<file path="src/rtl/cam_pkg.sv">
package cam_pkg;
  // Width of an index into a table of n entries (at least 1 bit).
  function automatic int idx_w(input int n);
    return (n > 1) ? $clog2(n) : 1;
  endfunction
endpackage

</file>
<file path="src/rtl/cam_store.sv">
module cam_store #(
  parameter int DEPTH = 8,
  parameter int WIDTH = 8,
  localparam int AW = cam_pkg::idx_w(DEPTH)
) (
  input  logic                   clk,
  input  logic                   rst_n,
  input  logic                   wr_en,
  input  logic [AW-1:0]          wr_addr,
  input  logic [WIDTH-1:0]       wr_data,
  output logic [DEPTH-1:0][WIDTH-1:0] words,
  output logic [DEPTH-1:0]       live
);
  for (genvar i = 0; i < DEPTH; i++) begin : g_slot
    logic sel;
    assign sel = wr_en && (wr_addr == AW'(i));
    always_ff @(posedge clk) begin
      if (!rst_n) begin
        live[i]  <= 1'b0;
        words[i] <= '0;
      end else if (sel) begin
        live[i]  <= 1'b1;
        words[i] <= wr_data;
      end
    end
  end
endmodule

</file>
<file path="src/rtl/cam_compare.sv">
module cam_compare #(
  parameter int DEPTH = 8,
  parameter int WIDTH = 8,
  parameter bit ENABLE_ANY = 1'b1
) (
  input  logic [DEPTH-1:0][WIDTH-1:0] words,
  input  logic [DEPTH-1:0]       live,
  input  logic [WIDTH-1:0]       key,
  output logic [DEPTH-1:0]       eq,
  output logic                   any
);
  for (genvar i = 0; i < DEPTH; i++) begin : g_cmp
    logic [WIDTH-1:0] diff;
    assign diff  = words[i] ^ key;
    assign eq[i] = live[i] && (diff == '0);
  end
  if (ENABLE_ANY) begin : g_any
    assign any = |eq;
  end else begin : g_no_any
    assign any = 1'b0;
  end
endmodule

</file>
<file path="src/rtl/cam_result.sv">
module cam_result #(
  parameter int DEPTH = 8
) (
  input  logic             clk,
  input  logic             rst_n,
  input  logic             in_valid,
  output logic             in_ready,
  input  logic [DEPTH-1:0] in_vec,
  input  logic             in_any,
  output logic             out_valid,
  input  logic             out_ready,
  output logic [DEPTH-1:0] out_vec,
  output logic             out_any
);
  logic take;
  assign in_ready = !out_valid || out_ready;
  assign take     = in_valid && in_ready;

  always_ff @(posedge clk) begin
    if (!rst_n) begin
      out_valid <= 1'b0;
      out_vec   <= '0;
      out_any   <= 1'b0;
    end else if (take) begin
      out_valid <= 1'b1;
      out_vec   <= in_vec;
      out_any   <= in_any;
    end else if (out_ready) begin
      out_valid <= 1'b0;
    end
  end
endmodule

</file>
<file path="src/rtl/cam_bin.sv">
module cam_bin #(
  parameter int DEPTH = 8,
  parameter int WIDTH = 8,
  parameter bit ENABLE_ANY = 1'b1,
  localparam int AW = cam_pkg::idx_w(DEPTH)
) (
  input  logic             clk,
  input  logic             rst_n,
  input  logic             wr_en,
  input  logic [AW-1:0]    wr_addr,
  input  logic [WIDTH-1:0] wr_data,
  input  logic             key_valid,
  output logic             key_ready,
  input  logic [WIDTH-1:0] key_data,
  output logic             hit_valid,
  input  logic             hit_ready,
  output logic [DEPTH-1:0] hit_vec,
  output logic             any_hit
);
  logic [DEPTH-1:0][WIDTH-1:0] words;
  logic [DEPTH-1:0]            live;
  logic [DEPTH-1:0]            eq;
  logic                        any_c;

  cam_store #(.DEPTH(DEPTH), .WIDTH(WIDTH)) u_store (
    .clk(clk), .rst_n(rst_n), .wr_en(wr_en), .wr_addr(wr_addr),
    .wr_data(wr_data), .words(words), .live(live)
  );

  cam_compare #(.DEPTH(DEPTH), .WIDTH(WIDTH), .ENABLE_ANY(ENABLE_ANY)) u_cmp (
    .words(words), .live(live), .key(key_data), .eq(eq), .any(any_c)
  );

  cam_result #(.DEPTH(DEPTH)) u_res (
    .clk(clk), .rst_n(rst_n), .in_valid(key_valid), .in_ready(key_ready),
    .in_vec(eq), .in_any(any_c), .out_valid(hit_valid), .out_ready(hit_ready),
    .out_vec(hit_vec), .out_any(any_hit)
  );
endmodule

</file>
<file path="config.mk">
export PLATFORM = sky130hd
export DESIGN_NAME = cam_bin
export DESIGN_NICKNAME = d
export VERILOG_FILES = /design/src/rtl/cam_pkg.sv /design/src/rtl/cam_store.sv /design/src/rtl/cam_compare.sv /design/src/rtl/cam_result.sv /design/src/rtl/cam_bin.sv
export SDC_FILE = /design/constraint.sdc
export NUM_CORES = 1
export LEC_CHECK = 0
export ABC_AREA = 1
export ABC_CLOCK_PERIOD_IN_PS = 3690
export BUFFER_PORTS_ARGS = -buffer_cell sky130_fd_sc_hd__clkbuf_2
export CAP_MARGIN = 20
export CORE_UTILIZATION = 40
export CTS_CLUSTER_DIAMETER = 120
export DETAILED_ROUTE_END_ITERATION = 10
export PLACE_DENSITY = 0.59
export SLEW_MARGIN = 20
export SYNTH_ARGS = -nofsm -noshare
export SYNTH_HDL_FRONTEND = slang
export SYNTH_SLANG_ARGS = --single-unit
</file>
<file path="constraint.sdc">
create_clock -name clk -period 3.69 [get_ports clk]
set_input_delay 0.9225 -clock clk [delete_from_list [all_inputs] [get_ports clk]]
set_output_delay 0.9225 -clock clk [all_outputs]
set_load 0.01 [all_outputs]
</file>
==> results.md, run 1 <==
- The average wire per cell in the routed design is 15.2 µm.
- The vias per cell is 4.93.
- The count of distinct cell types in the synthesized netlist is 24.
- The critical path startpoint category is an input pin.
- The share of the synthesized area in the top cell type is 42.8%.
- The count of flip-flops with a built-in enable after synthesis is 0.
- In this run the worst path has a maximum fanout of 3.
- After routing, the total negative slack on setup checks comes to 0 ns.
- The worst setup path is captured at an output pin.
- Post-CTS timing repair inserted 0 buffers for setup.
- Measured against its own limit, the worst slew margin works out to 57.8%.
- The total detailed-routing wirelength is 11.2 mm.
- Cell internal power was estimated by the tool at 1.30 mW.
- The tightest min-delay check is of the reg -> reg type.
- The worst setup path is of the in -> out kind.
- In this run the clock root is driven by a clkbuf_8.
- By count the netlist is led by 115 x nand2_1, 101 x nor2_1, 83 x o21ai_0.
- Entering global routing, the biggest net connects 73 pins.
- The count of nets left with antenna violations once routing finished came out at 0.
- The count of pins over their slew limit was 0.
- The arrival time reported for the critical path endpoint is 1.24 ns.
- The critical path's most frequent cell is clkbuf_2.
- No sink is reached through more buffers than the 2 on the longest clock path.
- The power per standard cell area is 429 nW/µm².
- The critical path goes through clkbuf_2 > inv_1 > nand2_1 > clkbuf_2.
- The worst path in the final design needs a cycle of 2.17 ns, including I/O delays and setup.
- The flow ran to the end, and the final reports show no timing, DRC or antenna violations.
- The leading area contributor after synthesis is dfxtp_1.
- The cts-stage hold buffer count is 0.
- The count of fill cells added during filler insertion is 998.
- The final-report hold violation count was 0.
- Setup repair after global routing left no endpoint under its margin.
- A synthesized cell averages 6.60 µm².
- The number of global-route vias before repair is 3526.
- Net switching is 28.6% of the power.
- The data required time of the worst path is 2.77 ns.
- The final clock skew is 0.0112 ns.
- Setup violations remaining at the end of the flow were counted as 0.
- The CTS tree is yes.
- Cells with a size suffix above 1 make up 9.21% of the layout.
- The wire length on met2 is 5.06 mm.
- The first global-routing pass estimated 18.5 mm of wire.
- Before CTS, the worst setup slack after placement is 1.40 ns.
- The count of maximum capacitance violations is 0.
- The post-synthesis instance total is 582.
- The total routing resource utilization after global routing is 24.4%.
- For this run, design rule violations remaining after detail routing come to 0.
- The initial antenna violation count was 0.
- The I/O pin total is 35.
- The number of vias after detailed routing is 3636.
- The later pin in the worst-skew pair is clocked with a latency of 0.36 ns.
- The floorplan die width is 100 µm.
- The total power is 1.82 mW.
- The starting DRC count in detailed routing is 196.
- Sequential elements use 42.8% of the synthesized area.
- The post-synthesis cell area is 3840 µm².
- In this run the top signal layer used is met4.
- The final critical path takes up 58.7% of the cycle.
- For this design the static power due to leakage is 1.88 nW.
- The met1 layer wirelength in the final routing is 5.35 mm.
- The core region is 9280 µm².
- The area growth from synthesis to final layout is 10.8%.
- The peak supply drop is 0.000215 V.
- For this run, the number of Yosys warnings is 0.
- The number of H-tree branching levels is 3.
- The number of detailed-route iterations in the first pass is 5.
- The end-of-flow core utilization is 45.8%.
- Counting every net in the synthesized netlist gives 606.
- The CTS buffer count is 9.
- The clock-pin slew on the worst setup and hold paths is 0.09 ns.
- The die covers 9990 µm².
- The aggregate global routing overflow is 0.
- The buffering stage count on the worst path with inverters included is 3.
- The gate family responsible for the most delay along the worst path is buffers and inverters.
- The largest single stage delay on the critical path is 0.14 ns.
- The share of total power dissipated in combinational logic is 11.5%.
- The routed length on met3 is 613 µm.
- The most numerous cell in the Yosys netlist is nand2_1.
- The number of antenna diodes in the final layout is 0.
- The net count of the finished layout is 627.
- The power spent charging and discharging nets is 520 µW.
- The TritonCTS sink count is 82.
- The highest-delay cell along the critical path is clkbuf_2.
- The register bit count reported by yosys is 82.
- The number of buffers added on ports is 34.
- The most used flip-flop cell after synthesis is dfxtp_1.
- Of the total power, the clock network draws 37.0%.
- Across all setup checks in the final design, the least slack found is 1.52 ns.
- In the synthesized netlist the async set-or-reset flop fraction comes to 0%.
- The achievable frequency is 0.461 GHz.
- Detailed placement ended at an HPWL of 8.12 mm.
- For the pin with the worst max-slew slack, the measured transition is 0.633 ns.
- The placer congestion estimate is 0.905.
- Yosys attributes the largest share of cell area to dfxtp_1 43%, nand2_1 11%, o21ai_0 11%.
- The number of cells upsized or downsized after cts is 0.
- The initial utilization of the core area, before any placement, comes to 41.3%.
- Of the total power, registers draw 51.5%.
- The floorplan step set the die height to 100 µm.
- Row generation in the floorplan step produced 35 rows.
==> registers in the layout, summed over array words and instances, names as in the netlist <==
name,count
u_store.words,64
u_res.out_valid,1
u_res.out_vec,8
u_res.out_any,1
u_store.live,8
==> worst reg2reg max path: cells and delay by family, from the launching register on <==
family / cells / cell delay (ns)
buffers and inverters: 3 / 0.16
AND/OR/NAND/NOR: 9 / 0.84
flip-flops: 1 / 0.36
==> layout by cell type, fill, tap and decap left out, drive strengths merged, types with 3 or more instances in the layout <==
cell        n
nand4       3
nand2     115
nor2      101
xnor2       5
nand3      14
o21ai      84
clkbuf     43
inv        82
a21oi      58
xor2        8
dfxtp      82
clkinvlp    4
==> logic make-up after synthesis <==
group                  synth area share, %
AO/OA/AOI/OAI                         18.9
AND/OR/NAND/NOR                       24.2
flip-flops                            42.8
XOR/XNOR                              2.97
buffers and inverters                 11.2
==> power groups by stage <==
stage	clock network, mW	logic [mW]	registers (mW)
2_1_floorplan	0	0.136	0.956
3_3_place_gp	0	0.206	0.958
3_5_place_dp	0	0.208	0.958
4_1_cts	0.683	0.209	0.938
5_1_grt	0.727	0.239	0.942
6_report	0.674	0.210	0.938
==> final timing paths <==
kind,startpoint,to,slack (ns),depth (start not counted)
worst max-delay path,hit_ready,key_ready,1.52,4
worst min-delay path,u_store.live[1]$_SDFFE_PN0P_,u_store.live[1]$_SDFFE_PN0P_,0.46,2
worst max register to register,u_store.words[13]$_SDFFE_PN0P_,u_res.out_any$_SDFFE_PN0P_,2.31,12
worst min register to register,u_store.live[1]$_SDFFE_PN0P_,u_store.live[1]$_SDFFE_PN0P_,0.46,2
==> cell type report <==
class / count / area (µm²) / share of cell area, %
timing repair buffer: 35 / 178 / 4.18
multi-input combinational: 394 / 1770 / 41.5
clock buffer: 9 / 124 / 2.91
tap: 129 / 161 / 3.80
clock inverter: 7 / 77.6 / 1.82
inverter: 81 / 304 / 7.15
sequential: 82 / 1640 / 38.6
==> per-stage QoR <==
| stage | hold WS [ns] | instances | area [µm²] |
|---|---|---|---|
| global placement | 0.448 | 721 | 4050 |
| finish | 0.459 | 737 | 4250 |
| detailed placement | 0.449 | 721 | 4050 |
| CTS | 0.462 | 737 | 4250 |
| global route | 0.496 | 737 | 4250 |
| floorplan | 0.436 | 582 | 3840 |
==> layer usage <==
metal	global-route usage, %	vias up
met5	0	-
met4	8.71	0
met3	4.25	16
met2	38.9	100
met1	33.1	1654
li1	-	1866
Power figures use the tool's default switching activity.
==> inputs of run 2 (changes only) <==
--- a/config.mk
+++ b/config.mk
@@ -6,7 +6,7 @@
 export NUM_CORES = 1
 export LEC_CHECK = 0
 export ABC_AREA = 1
-export ABC_CLOCK_PERIOD_IN_PS = 3690
+export ABC_CLOCK_PERIOD_IN_PS = 2200
 export BUFFER_PORTS_ARGS = -buffer_cell sky130_fd_sc_hd__clkbuf_2
 export CAP_MARGIN = 20
 export CORE_UTILIZATION = 40
==> constraint.sdc (replaced) <==
create_clock -name clk -period 2.2 [get_ports clk]
set_input_delay 0.55 -clock clk [delete_from_list [all_inputs] [get_ports clk]]
set_output_delay 0.55 -clock clk [all_outputs]
set_load 0.01 [all_outputs]
==> run 2 against run 1 <==
  * Combinational power grew 68%
  * Design area is 1.0% higher
  * Worst hold slack gained 0.0037 ns
  * Global-route usage is 1.1 points lower
  * Worst setup slack got worse by 1.0 ns
  * Clock-buffer cell count unchanged
  * Final cell count up 0.54%
  * Non-clock buffer count up 4
  * First-iteration DRC count increased by 43%
  * Clock skew shrank 0.0049 ns
  * Sequential power grew 67%
  * Sequential share of layout area decreased by 0.38 points
==> results.md, run 2 (same netlist as run 1, synthesis figures left out) <==
- The leakage component of the power came to 1.92 nW (+2.0%).
- The final-report hold violation count was 0 (unchanged).
- The worst-skew pair later-pin latency came to 0.36 ns (about the same).
- The floorplan die width is 100 µm (unchanged).
- The run finished with clean final reports.
- The power per standard cell area is 710 nW/µm² (+66%).
- The slew at the pin closest to its max-slew limit came to 0.525 ns (-0.108 ns).
- The number of detailed-route iterations in the first pass is 6 (+1).
- The row count is 35 (unchanged).
- Of the available clock period, the critical path in the final layout requires 77.5%.
- The net switching share of the total power is 28.2% (-0.39 points).
- The antenna violation net count after detailed routing came to 0 (unchanged).
- The global-route wire length before repair is 17.7 mm (-4.5%).
- The count of pins over their slew limit came to 0 (unchanged).
- The cell area after placement is 4090 µm² (+1.1%).
- The number of flip-flops in the largest register was 64 (unchanged).
- The share of layout cells above drive strength 1 came to 9.80% (+0.59 points).
- The tree is rooted in a clkbuf_8.
- The type of element capturing the critical path is a register.
- The average wire per cell in the routed design is 14.7 µm (-3.1%).
- TritonCTS built the clock tree.
- The I/O pin total is 35 (unchanged).
- The die boundary height is 100 µm (unchanged).
- The maximum clock path buffer count is 2 (unchanged).
- The clock network fraction of total power was 36.8% (-0.2 points).
- The starting DRC count in detailed routing was 281 (+43%).
- The headroom to the max-slew limit is 65.0% (+7.2 points).
- The count of maximum capacitance violations was 0 (unchanged).
- The worst setup path is of the in -> reg kind.
- The number of cells upsized or downsized after cts came to 0 (unchanged).
- Leaving out fill and tap cells, the most frequent cell in the layout is nand2_1.
- The count of antenna diodes in the layout came to 0 (unchanged).
- The number of post-CTS setup repair buffers came to 0 (unchanged).
- The tightest min-delay check is of the reg -> reg type.
- The TritonCTS sink count is 82 (unchanged).
- Static timing analysis puts the maximum clock frequency at 0.587 GHz.
- The critical path startpoint category is an input pin.
- The part of the power in registers was 51.6% (about the same).
- The top cell types in the final layout, fill and taps aside, are 115 x nand2_1, 101 x nor2_1, 83 x o21ai_0, 82 x dfxtp_1, 76 x inv_1.
- The design internal power is 2.19 mW (+68%).
- The proportion of power drawn by combinational gates came to 11.6% (about the same).
- The area of all placed cells without fillers was 4290 µm² (+1.0%).
- The number of nets in the layout came to 631 (+0.64%).
- The number of vias after detailed routing is 3702 (+1.8%).
- The final non-filler cell total is 741 (+0.54%).
- The largest registers in the layout are u_store.words (64), u_res.out_vec (8), u_store.live (8).
- The total detailed-routing wirelength came to 10.9 mm (-2.6%).
- The area enclosed by the die boundary came to 9990 µm² (unchanged).
- Setup repair after global routing left no endpoint under its margin.
- The aggregate global routing overflow is 0 (unchanged).
- The initial antenna violation count came to 0 (unchanged).
- The arrival time reported for the critical path endpoint is 2.01 ns (+0.77 ns).
- The final setup violation count was 0 (unchanged).
- The floorplan core area came to 9280 µm² (unchanged).
- The clock-pin slew on the worst setup and hold paths is 0.09 ns (about the same).
- The worst hold slack after final layout was 0.463 ns (+0.00371 ns).
- The number of buffers added on ports is 34 (unchanged).
- The CTS buffer count was 9 (unchanged).
- The post-placement cell count is 725 (+0.55%).
- The final critical delay including setup and external delays is 1.70 ns.
- The worst slack after detailed placement is 0.223 ns (-1.18 ns).
- The number of H-tree branching levels came to 3 (unchanged).
- The setup total negative slack came to 0 ns (unchanged).
- Counting flops per register, the top entry is u_store.words.
- The peak supply drop was 0.000289 V (+35%).
- The area growth from synthesis to final layout is 11.9%.
- The vias per cell was 5.00 (+1.3%).
- The data required time of the worst path came to 2.51 ns (-0.26 ns).
- The number of global-route vias before repair is 3323 (-5.8%).
- The least setup slack across all paths after layout came to 0.496 ns (-1.03 ns).
- The final clock skew was 0.00627 ns (-0.00493 ns).
- The number of remaining DRC errors is 0 (unchanged).
- The critical-path maximum fanout is 9 (+6).
- The total routing resource utilization after global routing is 23.3% (-1.1 points).
- The power spent charging and discharging nets is 859 µW (+65%).
- The placer congestion estimate is 0.860 (-5.0%).
- The effective utilization at floorplan was 41.3% (unchanged).
- The cts-stage hold buffer count was 0 (unchanged).
- The largest net degree at the start of global routing is 42 (-42%).
- The final HPWL from detailed placement came to 8.06 mm (-0.70%).
==> run 2: cell count changes in the layout (fill, tap and decap cells not counted) <==
cell        previous run  this run
buf_4                  1         4
clkinvlp_4             4         1
clkinv_4               0         2
buf_12                 0         1
clkinv_2               0         1
==> run 2: critical path, stage by stage <==
cell and delay (ns):
clkbuf_2 0.23, inv_1 0.20, nand2_1 0.11, nand2_1 0.05
inv_1 0.04, nand2_1 0.04, nor2_1 0.24, nand3_1 0.22
nand2_1 0.10, nor2_1 0.05, nand3_1 0.08, nand2_1 0.05
inv_1 0.04
==> run 2: path summary, 6_finish.rpt <==
| kind | from | end | slack, ns | cells past startpoint |
|---|---|---|---|---|
| max reg2reg | u_store.words[37]$_SDFFE_PN0P_ | u_res.out_any$_SDFFE_PN0P_ | 0.76 | 12 |
| max | key_data[3] | u_res.out_any$_SDFFE_PN0P_ | 0.50 | 13 |
| min reg2reg | u_store.live[4]$_SDFFE_PN0P_ | u_store.live[4]$_SDFFE_PN0P_ | 0.46 | 2 |
| min | u_store.live[4]$_SDFFE_PN0P_ | u_store.live[4]$_SDFFE_PN0P_ | 0.46 | 2 |
==> run 2: power groups by stage <==
stage               logic [mW]  registers (mW)  clock network (mW)
finish                   0.353            1.57                1.12
global route             0.401            1.58                1.21
CTS                      0.352            1.57                1.15
detailed placement       0.350            1.61                   0
global placement         0.348            1.61                   0
floorplan                0.228            1.60                   0
==> run 2: per-stage QoR <==
stage	total power [mW]	util [%]
after detailed placement	1.96	44.1
after CTS	3.08	46.3
after global routing	3.20	46.3
after floorplan	1.83	-
final	3.05	46.3
after global placement	1.96	44.1
==> run 2: cell type report <==
type | instances | area (µm²)
well taps | 129 | 161
clock inverters | 7 | 77.6
inverters | 81 | 304
repair buffers | 39 | 220
multi-input cells | 394 | 1770
clock buffers | 9 | 124
fillers | 993 | 4990
flip-flops and latches | 82 | 1640
==> run 2: metal layers <==
| metal | wire length [µm] | track usage [%] | vias to the layer above | share of wire [%] |
|---|---|---|---|---|
| met4 | 235 | 7.35 | 0 | 2.2 |
| met1 | 5140 | 31.8 | 1677 | 47 |
| met5 | 0 | 0 | - | 0 |
| li1 | - | - | 1873 | - |
| met3 | 731 | 4.60 | 21 | 6.7 |
| met2 | 4820 | 36.9 | 131 | 44 |
==> inputs of run 3 (changes only) <==
--- a/config.mk
+++ b/config.mk
@@ -5,14 +5,14 @@
 export SDC_FILE = /design/constraint.sdc
 export NUM_CORES = 1
 export LEC_CHECK = 0
-export ABC_AREA = 1
-export ABC_CLOCK_PERIOD_IN_PS = 2200
+export ABC_AREA = 0
+export ABC_CLOCK_PERIOD_IN_PS = 1500
 export BUFFER_PORTS_ARGS = -buffer_cell sky130_fd_sc_hd__clkbuf_2
 export CAP_MARGIN = 20
 export CORE_UTILIZATION = 40
 export CTS_CLUSTER_DIAMETER = 120
 export DETAILED_ROUTE_END_ITERATION = 10
-export PLACE_DENSITY = 0.59
+export PLACE_DENSITY = 0.62
 export SLEW_MARGIN = 20
 export SYNTH_ARGS = -nofsm -noshare
 export SYNTH_HDL_FRONTEND = slang
==> constraint.sdc (replaced) <==
create_clock -name clk -period 1.5 [get_ports clk]
set_input_delay 0.375 -clock clk [delete_from_list [all_inputs] [get_ports clk]]
set_output_delay 0.375 -clock clk [all_outputs]
set_load 0.01 [all_outputs]
==> run 3 against run 2 <==
  * Non-clock buffer count is 15 higher
  * Routed wire length is 12% lower
  * Utilization up 1.5 points
==> results.md, run 3 <==
- Leaving out fill and tap cells, the most frequent cells in the layout are 155 x nand2_1, 82 x dfxtp_1, 64 x xnor2_1, 53 x a21boi_0, 34 x clkbuf_2.
- The run finished with clean final reports.
- The I/O pin total is 35 (unchanged).
- The arrival time reported for the critical path endpoint came to 0.92 ns (-1.09 ns).
- The starting DRC count in detailed routing is 180 (-36%).
- The final critical delay including setup and external delays is 1.30 ns.
- The die boundary height is 101 µm (+0.94%).
- The power per standard cell area came to 957 nW/µm² (+35%).
- The final non-filler cell total was 633 (-15%).
- The number of detailed-route iterations in the first pass is 4 (-2).
- The register with the most flip-flops is u_store.words.
- The number of cells upsized or downsized after cts is 0 (unchanged).
- The largest total area in the synthesized netlist belongs to dfxtp_1.
- The global-route wire length before repair is 15.6 mm (-12%).
- The share of synthesized area occupied by flip-flops and latches is 42.0% (-0.81 points).
- The leakage component of the power came to 1.48 nW (-23%).
- The final-report hold violation count is 0 (unchanged).
- The largest net degree at the start of global routing is 47 (+12%).
- The total power is 4.28 mW (+40%).
- The area of all placed cells without fillers is 4470 µm² (+4.1%).
- The number of nets in the layout was 524 (-17%).
- The largest registers in the layout are u_store.words (64), u_res.out_vec (8), u_store.live (8).
- The achievable frequency is 0.769 GHz.
- The type of element capturing the critical path is an output pin.
- The cell area after placement came to 4290 µm² (+4.9%).
- The count of antenna diodes in the layout is 0 (unchanged).
- The cts-stage hold buffer count was 0 (unchanged).
- The headroom to the max-slew limit came to 72.9% (+8.0 points).
- The proportion of register bits with asynchronous set or reset after synthesis was 0% (unchanged).
- The library cell used most frequently in the layout, excluding fill and tap cells, is nand2_1.
- The number of H-tree branching levels came to 3 (unchanged).
- The row count is 35 (unchanged).
- The met1 track utilization from global routing is 27.9% (-3.9 points).
- The maximum clock path buffer count is 2 (unchanged).
- The final HPWL from detailed placement is 6.59 mm (-18%).
- The number of remaining DRC errors is 0 (unchanged).
- The share of the synthesized area in the top cell type came to 42.0% (-0.81 points).
- The placer congestion estimate was 0.827 (-3.9%).
- The area enclosed by the die boundary is 10200 µm² (+1.9%).
- The number of flip-flops in the largest register was 64 (unchanged).
- The most utilized layer in the global route result is met2.
- The count of maximum capacitance violations is 0 (unchanged).
- The floorplan core area is 9370 µm² (+0.94%).
- Counting instances in the post-synthesis netlist gives the leading cell types as 155 x nand2_1, 82 x dfxtp_1, 64 x xnor2_1.
- The number of global-route vias before repair is 3046 (-8.3%).
- The antenna violation net count after detailed routing came to 0 (unchanged).
- The synthesized area divided by synthesized cell count is 8.43 µm² (+28%).
- The final critical path takes up 86.6% of the cycle.
- The number of post-CTS setup repair buffers is 0 (unchanged).
- The final setup violation count is 0 (unchanged).
- TritonCTS built the clock tree.
- The met2 global-route usage is 33.0% (-3.9 points).
- The clock tree root buffer cell is clkbuf_8.
- The type of the setup path with the least slack is reg -> out.
- The peak supply drop is 0.000543 V (+88%).
- The total detailed-routing wirelength is 9.62 mm (-12%).
- The count of fill cells added during filler insertion is 971 (-2.2%).
- The final clock skew was 0.00824 ns (+0.00197 ns).
- The aggregate global routing overflow came to 0 (unchanged).
- The vias per cell is 4.90 (-1.9%).
- The register bit count reported by yosys is 82 (unchanged).
- The most instantiated flip-flop cell in the synthesis netlist is dfxtp_1.
- The area growth from synthesis to final layout is 14.3%.
- After synthesis, the cell types taking the most area are dfxtp_1 42%, nand2_1 15%, xnor2_1 14%.
- The min-delay analysis places its worst path in the category in -> reg.
- The post-placement cell count is 618 (-15%).
- The post-synthesis instance total is 464 (-20%).
- The count of pins over their slew limit is 0 (unchanged).
- The total routing resource utilization after global routing was 20.4% (-2.8 points).
- The data required time of the worst path is 1.12 ns (-1.39 ns).
- The post-synthesis cell area is 3910 µm² (+1.9%).
- Setup repair after global routing left no endpoint under its margin.
- The share of layout cells above drive strength 1 is 15.3% (+5.5 points).
- The effective utilization at floorplan came to 41.7% (+0.40 points).
- The number of vias after detailed routing is 3103 (-16%).
- The average wire per cell in the routed design is 15.2 µm (+3.0%).
- The number of buffers added on ports came to 34 (unchanged).
- The most numerous cell in the Yosys netlist is nand2_1.
- The critical path startpoint category is a register.
- The count of distinct cell types in the synthesized netlist came to 28 (+17%).
- The critical-path maximum fanout came to 4 (-5).
- The worst-skew pair later-pin latency is 0.35 ns (about the same).
- The clock-pin slew on the worst setup and hold paths is 0.08 ns (about the same).
- The fraction of met3 tracks used by global routing is 5.13% (+0.54 points).
- The post-synth net total is 488 (-19%).
- The number of synthesis warnings is 0 (unchanged).
- The floorplan die width is 101 µm (+0.94%).
- The initial antenna violation count is 0 (unchanged).
- The slew at the pin closest to its max-slew limit is 0.405 ns (-0.120 ns).
- The count of flip-flops with a built-in enable after synthesis is 0 (unchanged).
- The TritonCTS sink count was 82 (unchanged).
- The CTS buffer count is 9 (unchanged).
==> run 3: cell types whose count changed in the layout (fill, tap and decap cells not counted), moves of 11 or more <==
| cell | change |
|---|---|
| inv_1 | -75 |
| o21ai_0 | -82 |
| nor2_1 | -99 |
| buf_4 | +11 |
| xnor2_1 | +59 |
| a21oi_1 | -58 |
| a21boi_0 | +53 |
| nand2_1 | +40 |
| a21boi_1 | +19 |
==> run 3: area by class of cell <==
class                      count  area (µm²)  area share (%)
multi-input combinational    352        2100            47.0
sequential                    82        1640            36.7
timing repair buffer          54         383            8.56
tap                          129         161            3.61
clock buffer                  13         139            3.11
clock inverter                 2        38.8           0.868
inverter                       1        3.75          0.0840
==> run 3: power by group <==
part | internal, mW | leakage [nW] | switching [mW]
Clock | 0.767 | 0.0877 | 0.755
Sequential | 2.22 | 0.664 | 0.0298
Combinational | 0.219 | 0.724 | 0.282
==> run 3: layer usage <==
layer | vias to the layer above | wire length (µm)
met1 | 1437 | 4440
li1 | 1572 | -
met4 | 0 | 59
met5 | - | 0
met2 | 88 | 4430
met3 | 6 | 692
==> run 3: per-stage QoR <==
stage | TNS [ns] | setup WS, ns | util [%] | hold WS [ns]
final | 0 | 0.200 | 47.7 | 0.268
after global routing | 0 | 0.0977 | 47.7 | 0.284
after CTS | 0 | 0.179 | 47.7 | 0.260
after detailed placement | -0.596 | -0.126 | 45.8 | 0.455
after global placement | -0.515 | -0.111 | 45.8 | 0.448
after floorplan | 0 | 0.174 | - | 0.441
==> run 3: worst paths after layout <==
path / slack [ns] / endpoint / cells past startpoint / startpoint
hold reg to reg: 0.46 / u_res.out_vec[0]$_SDFFE_PN0P_ / 2 / u_res.out_vec[0]$_SDFFE_PN0P_
setup / recovery: 0.20 / key_ready / 2 / u_res.out_valid$_SDFFE_PN0P_
hold / removal: 0.27 / u_res.out_valid$_SDFFE_PN0P_ / 3 / key_valid
setup reg to reg: 0.23 / u_res.out_any$_SDFFE_PN0P_ / 6 / u_store.words[9]$_SDFFE_PN0P_
==> run 3: cells by family after synthesis <==
logic type / count (synthesis) / share of synthesized area [%]
buffers and inverters: 30 / 4.28
AO/OA/AOI/OAI: 84 / 16.2
XOR/XNOR: 64 / 14.3
AND/OR/NAND/NOR: 204 / 23.2
flip-flops: 82 / 42.0
==> run 3: critical path, cell delays in order, from the launching register on <==
cell and delay [ns]:
dfxtp_1 0.31, nand2b_1 0.11, clkbuf_2 0.15
